$ cat src/rtl/adc_serial_master.sv
module adc_serial_master #(
  parameter int WIDTH       = 16,
  parameter int DIV         = 4,
  parameter int CONV_CYCLES = 72
) (
  input  logic             clk,
  input  logic             rst_n,
  input  logic             conv_start,
  input  logic             serial_en,
  input  logic             clk_ext_sel,
  input  logic             read_prev,
  input  logic             inv_sclk,
  input  logic             inv_frame,
  input  logic [WIDTH-1:0] sample_in,
  output logic             busy,
  output logic             sclk,
  output logic             frame,
  output logic             sdata
);
  // DIV must be a multiple of 4; CONV_CYCLES must be at least WIDTH*DIV
  localparam int PW     = $clog2(DIV);
  localparam int BW     = $clog2(WIDTH);
  localparam int CW     = $clog2(CONV_CYCLES);
  localparam int HI_BEG = DIV / 4;
  localparam int HI_END = HI_BEG + DIV / 2;

  logic             busy_q;
  logic [CW-1:0]    cnt;
  logic [WIDTH-1:0] result;
  logic [WIDTH-1:0] sh;
  logic             act;
  logic [PW-1:0]    ph;
  logic [BW-1:0]    bitn;

  wire ser_on    = serial_en & ~clk_ext_sel;
  wire start_ok  = conv_start & ~busy_q;
  wire conv_done = busy_q & (cnt == '0);
  wire go_now    = conv_done & ~read_prev;
  wire go_prev   = start_ok & read_prev;
  wire launch    = ser_on & ~act & (go_now | go_prev);
  wire last_ph   = (ph == PW'(DIV - 1));
  wire last_bit  = (bitn == BW'(WIDTH - 1));

  always_ff @(posedge clk) begin
    if (!rst_n) begin
      busy_q <= 1'b0;
      cnt    <= '0;
      result <= '0;
    end else if (start_ok) begin
      busy_q <= 1'b1;
      cnt    <= CW'(CONV_CYCLES - 1);
    end else if (busy_q) begin
      if (conv_done) begin
        busy_q <= 1'b0;
        result <= sample_in;
      end else begin
        cnt <= cnt - CW'(1);
      end
    end
  end

  always_ff @(posedge clk) begin
    if (!rst_n) begin
      act  <= 1'b0;
      ph   <= '0;
      bitn <= '0;
      sh   <= '0;
    end else if (!ser_on) begin
      act <= 1'b0;
    end else if (launch) begin
      act  <= 1'b1;
      ph   <= '0;
      bitn <= '0;
      sh   <= go_now ? sample_in : result;
    end else if (act) begin
      ph <= last_ph ? '0 : ph + PW'(1);
      if (last_ph) begin
        if (last_bit) begin
          act <= 1'b0;
        end else begin
          bitn <= bitn + BW'(1);
          sh   <= sh << 1;
        end
      end
    end
  end

  wire clk_hi = act && (int'(ph) >= HI_BEG) && (int'(ph) < HI_END);

  assign busy  = busy_q;
  assign sclk  = clk_hi ^ inv_sclk;
  assign frame = act ^ inv_frame;
  assign sdata = act & sh[WIDTH-1];
endmodule

$ cat config.mk
export PLATFORM = sky130hd
export DESIGN_NAME = adc_serial_master
export DESIGN_NICKNAME = d
export VERILOG_FILES = /design/src/rtl/adc_serial_master.sv
export SDC_FILE = /design/constraint.sdc
export NUM_CORES = 1
export LEC_CHECK = 0
export BUFFER_PORTS_ARGS = -buffer_cell sky130_fd_sc_hd__buf_2
export CAP_MARGIN = 20
export CORE_ASPECT_RATIO = 2
export CORE_UTILIZATION = 60
export DETAILED_ROUTE_END_ITERATION = 6
export HOLD_SLACK_MARGIN = 0.02
export PLACE_DENSITY = 0.89
export SLEW_MARGIN = 30
export SYNTH_ARGS = -nofsm -noshare
export SYNTH_HDL_FRONTEND = slang
export SYNTH_SLANG_ARGS = --single-unit
export TNS_END_PERCENT = 5
$ cat constraint.sdc
create_clock -name clk -period 4.15 [get_ports clk]
set_input_delay 1.245 -clock clk [delete_from_list [all_inputs] [get_ports clk]]
set_output_delay 1.245 -clock clk [all_outputs]
set_load 0.02 [all_outputs]
* Word-level counts from Yosys, hierarchy flattened
Index checks and enable logic that the tools add are counted.
Word-level totals: bits of input ports 24, register bits 47, logic and storage cells 70
Cells by class: add/subtract/negate cells 3, reductions and logical operators 13, equal/unequal tests 4, magnitude comparators 2, muxes and demuxes 22, bitwise operators 18
Operator list (number):
- 2-to-1 mux 16 bit | 5
- 2-to-1 mux 7 bit | 3
- 2-to-1 mux 4 bit | 4
- AND 1 bit | 8
- AND reduction 2 bit | 4
- zero test 7 bit | 1
- 2-to-1 mux 1 bit | 7
- NOT 1 bit | 7
- subtractor 7 x 1 -> 7 bit, second input constant | 1
- 2-to-1 mux 2 bit | 3
- nonzero test 2 bit | 3
- adder 4 x 1 -> 4 bit, second input constant | 1
- == test 4 bit, second input constant | 1
- inequality test 2 bit, second input constant | 2
- AND reduction 4 bit | 1
- AND reduction 3 bit | 1
- adder 2 x 1 -> 2 bit, second input constant | 1
- == test 2 bit, second input constant | 1
- greater-or-equal comparator 2 x 1 -> 1 bit, second input constant | 1
- logical AND 1 bit | 2
- < comparator 2 bit, second input constant | 1
- OR reduction 2 bit | 1
- bitwise XOR 1 bit | 2
- bitwise OR 1 bit | 1

* Longest topological paths before layout
Gate-level depths: netlist (run 1).
depth in word-level cells 7, depth in mapped cells 8, gate-level depth less buffers 6

* Worst setup path after synthesis (run 1)
No wires, ideal clock.
kind input port to output port, from input inv_sclk, to output sclk, buffers on the path 0, arrival time 1.627 ns, cell stages on the path 1, path slack 1.278 ns, cells stage by stage xnor2_1
On the way: word-level cells in the longest chain between the ends 1
Ends and longest elaborated chain:
- start, declared | line 12 | input logic inv_sclk,
- bitwise XOR 1 bit | line 91 | assign sclk = clk_hi ^ inv_sclk;
- end, declared | line 16 | output logic sclk,
No other way between the ends.

* Worst setup path after layout (run 1)
Ends and elaborated chain as after synthesis.

==> impl_metrics.toml, run 1 <==
[timing]
layout_min_cycle_time_ns = 2.90
fin_crit_sh = 0.699
slew_violations = 0
clock.fmax_mhz = 345
fin_setup_tns_ns = 0
hold_viol = 0
setup_violations = 0
clock_skew_ns = 0.00923
tightest_slew_ns = 0.697
relSlewSlack = 0.535
rsz0062_at_grt = "no"

[yosys]
syn_nets = 339
netlist-cell-type-count = 51
synth_seq_area_share = 0.359
synth.cell_area_um2 = 2620
synthArstFlopShare = 0
yosys_warnings = 0
syn_inst = 311
synth_edf_count = 0
synth.avg_cell_area_um2 = 8.42
ys_seq_elements = 47
ys.flop_type = "dfxtp_1"

[floorplanning]
initial_core_util = 0.634
die_w_um = 48.7
die-area_um2 = 4650
io_pins = 28
core_um2 = 4130
die_h_um = 95.4
rows = 33

[clock_network]
path_clk_slew_ns = 0.08
clk_latency_ns = 0.30
cts_tree = "done"
post-cts-setup-buffers = 0
htree_levels = 2
postCtsHoldBufs = 0
clock_sinks = 47
cts_root_buf = "clkbuf_8"
cts_resized = 0
numCtsBuffers = 5
clockBufferDepth = 2

[critical_path]
r2r_start = "cnt[0]$_SDFFE_PN0P_"
path_common_cell = "buf_2"
path_class = "in2out"
worstSetupEndpointType = "primary output"
crit_buf_inv = 2
timing.rr.end = "result[5]$_SDFFE_PN0P_"
cp-start-kind = "primary input"
worstPathMaxFanout = 1
worstPathArrival_ns = 1.66
crit_family = "buffers and inverters"
cp_slowest_cell = "buf_2"
r2r_slack_ns = 1.71
critPathRequiredTime_ns = 2.90
reg2reg_depth = 7
cp_slowest_stage_delay_ns = 0.18
crit_chain = "buf_2 > xnor2_1 > buf_2"

[route]
drt-total-wl_um = 5710
final_antenna_net_count = 0
routedWlPerCell_um = 15.0
drt-initial-drc-count = 57
dr.pass1.iters = 4
via_count = 2306
remaining_drc_errors = 0
via_per_inst = 6.07

[place]
dpl.cell_count = 372
place_area_um2 = 2730
hpwl_um = 3970
io_buffers = 27
globalplace.congestion = 0.776

[finish]
fillers = 350
fin_cells = 380
drive_above_1_share = 0.143
regArea_um2 = 941
multi_input_area_um2 = 1490
antenna_cells = 0
final_net_count = 355
syn2layout_area_growth_pct = 7.45
final_common_cell = "dfxtp_1"
final_cell_mix = "dfxtp_1, nand2_1, a21oi_1, buf_2"
fin_area_um2 = 2810
fin_util = 0.682

[grt]
met2_usage = 0.530
grt.total_usage = 0.270
use_met1 = 0.261
grt_overflow = 0
use_met3 = 0.0447
grt_pass1_wl_um = 9830
antenna_found_initial = 0
grt_max_degree = 35
top_usage_layer = "met2"
grt_pass1_vias = 2334

[power]
finalPower_mw = 0.923
ir_worst_vdd_uv = 337
power.density_nw_per_um2 = 328
leakage_nw = 0.928

[min_path]
whs_endpoint = "result[13]$_SDFFE_PN0P_"
min-delay-start = "result[13]$_SDFFE_PN0P_"
hp-class = "reg2reg"
min_delay_path_depth = 2

[run]
drv_cap = 0

[status]
status = "finished, final reports clean"
==> synth_stat cells, drive strengths merged (4+ instances only) <==
cell type,count,area (um^2)
nand3,5,30.0
a21boi,22,165
clkbuf,10,37.5
dfxtp,47,941
nor2b,6,45.0
o21ai,21,116
inv,20,75.1
nand2,40,150
buf,12,85.1
nand2b,19,119
ha,4,50.1
o32ai,14,123
nand3b,16,120
nor2,5,18.8
a21oi,29,145
==> area by class of cell <==
type,count,area share
tap,52,0.0231
sequential,47,0.334
inverter,20,0.0267
clock buffer,7,0.0271
multi-input combinational,222,0.528
timing repair buffer,31,0.0587
clock inverter,1,0.00178
==> metrics by stage <==
| step | setup slack, ns | hold slack [ns] |
|---|---|---|
| after floorplan | 1.28 | 0.430 |
| after global placement | 1.24 | 0.435 |
| after detailed placement | 1.19 | 0.444 |
| after CTS | 1.25 | 0.456 |
| after global routing | 1.23 | 0.483 |
| final | 1.25 | 0.455 |
==> how the worst max path moves through the flow <==
stage,slack (ns),cells past startpoint,startpoint,to
after floorplan,1.28,1,inv_sclk,sclk
after global placement,1.24,5,rst_n,sh[8]$_SDFFE_PN0P_
after detailed placement,1.19,5,rst_n,sh[1]$_SDFFE_PN0P_
after CTS,1.25,3,inv_sclk,sclk
after global routing,1.23,3,inv_sclk,sclk
final,1.25,3,inv_sclk,sclk
==> registers in the layout, indices dropped and copies added, names as in the netlist <==
name and flops:
act 1, bitn 4, busy 1, cnt 7, ph 2, result 16, sh 16
==> logic make-up after synthesis <==
kind of cell | after synthesis | synth area share
xor gates and xnor gates | 5 | 0.0167
AOI/OAI and AO/OA | 104 | 0.276
DFF | 47 | 0.359
and+or+nand+nor | 109 | 0.253
adders and majority gates | 4 | 0.0191
buffers and inverters | 42 | 0.0755
==> power breakdown <==
part | leakage [nW] | total [mW] | internal, mW | switching (mW)
Clock | 0.0422 | 0.268 | 0.118 | 0.149
Sequential | 0.381 | 0.486 | 0.469 | 0.0174
Combinational | 0.504 | 0.169 | 0.0668 | 0.102
==> layer usage <==
metal,part of all wire,vias up
met3,0.032,10
met2,0.55,38
met1,0.39,1125
met4,0.020,0
met5,0,-
li1,-,1133
==> worst register-to-register path, delay by kind of cell, from the launching register on <==
family / cells / cell delay, ns
AOI/OAI and AO/OA: 1 / 0.16
adders and majority gates: 1 / 0.21
buffers and inverters: 2 / 0.38
DFF: 1 / 0.34
and+or+nand+nor: 3 / 1.26
No activity file was read; power rests on OpenSTA's default activity.
==> run 2, diff against run 1 <==
Settings changed: CORE_UTILIZATION 60 to 58, PLACE_DENSITY 0.89 to 0.87.
Clock period 4.15 ns to 2.75 ns, I/O delays scaled along.
==> run 2 against run 1 <==
Against the previous run:
- sequential cell count unchanged
- routed wire length up 5.9%
- utilization is 2.4 points lower
- global-route usage is 0.39 points lower
- worst setup slack worse by 0.87 ns
- sequential power increased by 51%
- critical path depth is 1 higher
- total power up 58%
- critical path type is now reg2out
==> impl_metrics.toml, run 2 (synthesized netlist as in run 1, its figures left out) <==
[clock_network]
cts_root_buf = "clkbuf_8"
cts_resized = 0
clockBufferDepth = 2
postCtsHoldBufs = 0
clk_latency_ns = 0.30
numCtsBuffers = 5
cts_tree = "done"
clock_sinks = 47
htree_levels = 2
path_clk_slew_ns = 0.09
post-cts-setup-buffers = 0

[route]
remaining_drc_errors = 0
routedWlPerCell_um = 15.7
via_count = 2313
drt-total-wl_um = 6050
dr.pass1.iters = 4
via_per_inst = 6.01
final_antenna_net_count = 0
drt-initial-drc-count = 85

[finish]
drive_above_1_share = 0.154
syn2layout_area_growth_pct = 8.89
final_net_count = 358
fin_area_um2 = 2850
regArea_um2 = 941
multi_input_area_um2 = 1480
fillers = 373
reg_top3 = "result x16, sh x16, cnt x7"
final_common_cell = "dfxtp_1"
antenna_cells = 0
final_cell_mix = "dfxtp_1, nand2_1, a21oi_1, buf_2"
fin_cells = 385

[timing]
tightest_slew_ns = 0.668
setup_violations = 0
hold_viol = 0
layout_min_cycle_time_ns = 2.37
rsz0062_at_grt = "no"
clock_skew_ns = 0.00773
fin_setup_tns_ns = 0
fin_crit_sh = 0.862
relSlewSlack = 0.554
slew_violations = 0
clock.fmax_mhz = 422
fin_ws_ns = 0.381

[power]
ir_worst_vdd_uv = 451
finalPower_mw = 1.46
power.density_nw_per_um2 = 512
leakage_nw = 0.952

[floorplanning]
die-area_um2 = 4800
die_w_um = 49.5
rows = 34
io_pins = 28
core_um2 = 4340
die_h_um = 97.0
initial_core_util = 0.604

[grt]
grt_pass1_vias = 2330
grt_pass1_wl_um = 9990
grt_overflow = 0
grt.total_usage = 0.266
antenna_found_initial = 0
grt_max_degree = 34

[place]
dpl.cell_count = 377
place_area_um2 = 2750
io_buffers = 27
pre_cts_slack_ns = 0.416
hpwl_um = 4150
globalplace.congestion = 0.846

[critical_path]
critPathRequiredTime_ns = 1.93
cp-start-kind = "flip-flop"
r2r_slack_ns = 0.48
worstPathArrival_ns = 1.54
worstPathMaxFanout = 11
worstSetupEndpointType = "primary output"
path_class = "reg2out"

[status]
status = "finished, final reports clean"

[min_path]
hp-class = "reg2reg"

[run]
drv_cap = 0
==> run 2: worst max-delay path, cell delays in order, from the launching register on <==
cell and delay [ns]:
dfxtp_1 0.58, nor2b_4 0.29, nand2b_1 0.09, xnor2_1 0.12, buf_2 0.17
==> run 2: report_power, final <==
group,internal (mW),switching [mW],total (mW)
combinational,0.103,0.159,0.263
clock,0.230,0.232,0.462
sequential,0.708,0.0271,0.735
==> run 2: routing by layer <==
metal	global-route usage	routed length (um)	vias to the layer above	share of wire
met4	0.125	87	0	0.014
met2	0.515	3440	59	0.57
li1	-	-	1140	-
met1	0.268	2290	1108	0.38
met3	0.0283	226	6	0.037
met5	0	0	-	0
==> run 2: final timing paths <==
path                                 from  depth (start not counted)                 endpoint
setup / recovery           act$_SDFF_PN0_                          4                     sclk
hold / removal    result[12]$_SDFFE_PN0P_                          2  result[12]$_SDFFE_PN0P_
setup reg to reg      cnt[0]$_SDFFE_PN0P_                          7   result[5]$_SDFFE_PN0P_
hold reg to reg   result[12]$_SDFFE_PN0P_                          2  result[12]$_SDFFE_PN0P_
==> run 2: final cells by class <==
type / instances / share of cell area
Clock buffer: 8 / 0.0351
Inverter: 20 / 0.0263
Multi-Input combinational cell: 222 / 0.519
Sequential cell: 47 / 0.330
Tap cell: 54 / 0.0237
Timing Repair Buffer: 34 / 0.0658
==> run 2: metrics by stage <==
stage	hold WS (ns)	util
final	0.457	0.657
after global routing	0.474	0.657
after CTS	0.461	0.657
after detailed placement	0.447	0.634
after global placement	0.436	0.634
after floorplan	0.430	-
==> run 3, diff against run 2 <==
Settings changed: CELL_PAD_IN_SITES_DETAIL_PLACEMENT from default to 1, CELL_PAD_IN_SITES_GLOBAL_PLACEMENT from default to 2, CORE_UTILIZATION 58 to 32, PLACE_DENSITY 0.87 to 0.84.
Clock period 2.75 ns to 2.1 ns, I/O delays scaled along.
==> run 3 against run 2 <==
Against the previous run:
- global-route usage fell by 8.4 points
- critical path depth is 1 higher
- sequential cell count unchanged
- combinational power is 45% higher
- total power is 47% higher
- worst setup slack got worse by 0.30 ns
- non-clock buffer count rose by 8
- utilization shrank 27 points
- highest routed layer unchanged
==> impl_metrics.toml, run 3 (synthesized netlist as in run 1, its figures left out) <==
[route]
routedWlPerCell_um = 16.6
drt-initial-drc-count = 100
final_antenna_net_count = 0
dr.pass1.iters = 4
via_per_inst = 5.45
drt-total-wl_um = 7220
remaining_drc_errors = 0
via_count = 2369

[finish]
drive_above_1_share = 0.180
final_cell_mix = "dfxtp_1, nand2_1, a21oi_1, buf_2"
antenna_cells = 0
fillers = 965
final_net_count = 366
fin_cells = 435
multi_input_area_um2 = 1490
final_common_cell = "dfxtp_1"
reg_top3 = "result x16, sh x16, cnt x7"
syn2layout_area_growth_pct = 16.4
regArea_um2 = 942

[floorplanning]
die_w_um = 66.0
die-area_um2 = 8570
core_um2 = 7940
rows = 46
die_h_um = 130
io_pins = 28
initial_core_util = 0.330

[critical_path]
worstPathArrival_ns = 1.39
crit_chain = "ha_4 > nor2b_4 > nand2b_1 > xnor2_1 > buf_2"
r2r_slack_ns = 0.17
crit_family = "flip-flops"
cp-start-kind = "flip-flop"
reg2reg_depth = 7
worstPathMaxFanout = 4
critical_path_depth = 5
cp_slowest_stage_delay_ns = 0.35
r2r_start = "cnt[0]$_SDFFE_PN0P_"
cp-startpoint = "ph[1]$_SDFFE_PN0P_"
cp_slowest_cell = "dfxtp_1"
crit_buf_inv = 1
crit_end = "sclk"
worstSetupEndpointType = "primary output"
path_class = "reg2out"
critPathRequiredTime_ns = 1.47
timing.rr.end = "sh[13]$_SDFFE_PN0P_"

[place]
globalplace.congestion = 0.777
hpwl_um = 5170
io_buffers = 27
pre_cts_slack_ns = 0.110
dpl.cell_count = 427

[clock_network]
numCtsBuffers = 5
postCtsHoldBufs = 0
cts_root_buf = "clkbuf_16"
clockBufferDepth = 2
clk_latency_ns = 0.29
cts_resized = 1
clock_sinks = 47
post-cts-setup-buffers = 0
path_clk_slew_ns = 0.07
htree_levels = 2
cts_tree = "done"

[grt]
grt.total_usage = 0.183
grt_pass1_wl_um = 11800
grt_pass1_vias = 2520
antenna_found_initial = 0
grt_max_degree = 33
grt_overflow = 0

[status]
status = "finished, final reports clean"

[timing]
hold_viol = 0
fin_setup_tns_ns = 0
relSlewSlack = 0.672
layout_min_cycle_time_ns = 2.02
slew_violations = 0
clock.fmax_mhz = 495
rsz0062_at_grt = "yes"
tightest_slew_ns = 0.490
fin_crit_sh = 0.962
setup_violations = 0
clock_skew_ns = 0.00552
fin_ws_ns = 0.0796

[power]
ir_worst_vdd_uv = 376
leakage_nw = 1.01
power.density_nw_per_um2 = 701

[run]
drv_cap = 0

[min_path]
hp-class = "reg2reg"
## run 3: worst min-delay path by stage
| stage | startpoint | slack (ns) | cells past startpoint | to |
|---|---|---|---|---|
| 6_report | result[13]$_SDFFE_PN0P_ | 0.46 | 2 | result[13]$_SDFFE_PN0P_ |
| 3_3_place_gp | result[13]$_SDFFE_PN0P_ | 0.44 | 2 | result[13]$_SDFFE_PN0P_ |
| 4_1_cts | result[13]$_SDFFE_PN0P_ | 0.46 | 2 | result[13]$_SDFFE_PN0P_ |
| 2_1_floorplan | result[12]$_SDFFE_PN0P_ | 0.43 | 2 | result[12]$_SDFFE_PN0P_ |
| 3_5_place_dp | result[13]$_SDFFE_PN0P_ | 0.45 | 2 | result[13]$_SDFFE_PN0P_ |
| 5_1_grt | result[13]$_SDFFE_PN0P_ | 0.48 | 2 | result[13]$_SDFFE_PN0P_ |
## run 3: worst register-to-register path, stage by stage (launching register included)
cell and delay (ns):
dfxtp_1 0.34, inv_1 0.06, ha_1 0.21, nor4b_4 0.46
buf_6 0.23, a21o_4 0.23, a21oi_1 0.06, o32ai_1 0.24
## run 3: stage by stage
step | hold slack [ns] | instance area (um^2) | util | power, mW
final | 0.459 | 3050 | 0.384 | 2.14
after global routing | 0.483 | 3050 | 0.384 | 2.24
after CTS | 0.462 | 3030 | 0.382 | 2.16
after detailed placement | 0.452 | 2890 | 0.364 | 1.36
after global placement | 0.440 | 2890 | 0.364 | 1.35
after floorplan | 0.430 | 2620 | - | 1.23
## run 3: layer usage
metal,global-route usage,share of wire
met2,0.352,0.57
met5,0,0
met3,0.0262,0.020
met1,0.186,0.39
met4,0.0801,0.025
## run 3: layout make-up
cell class | instances | area share
inverters | 20 | 0.0246
clock buffers | 6 | 0.0423
multi-input cells | 222 | 0.490
well taps | 96 | 0.0394
clock inverters | 2 | 0.00411
repair buffers | 42 | 0.0907
flip-flops and latches | 47 | 0.309
## run 3: power by group
part | internal (mW) | leakage (nW) | total (mW) | switching, mW
Clock | 0.440 | 0.0669 | 0.798 | 0.357
Combinational | 0.159 | 0.565 | 0.382 | 0.223
Sequential | 0.927 | 0.382 | 0.958 | 0.0312
Total | 1.53 | 1.01 | 2.14 | 0.611
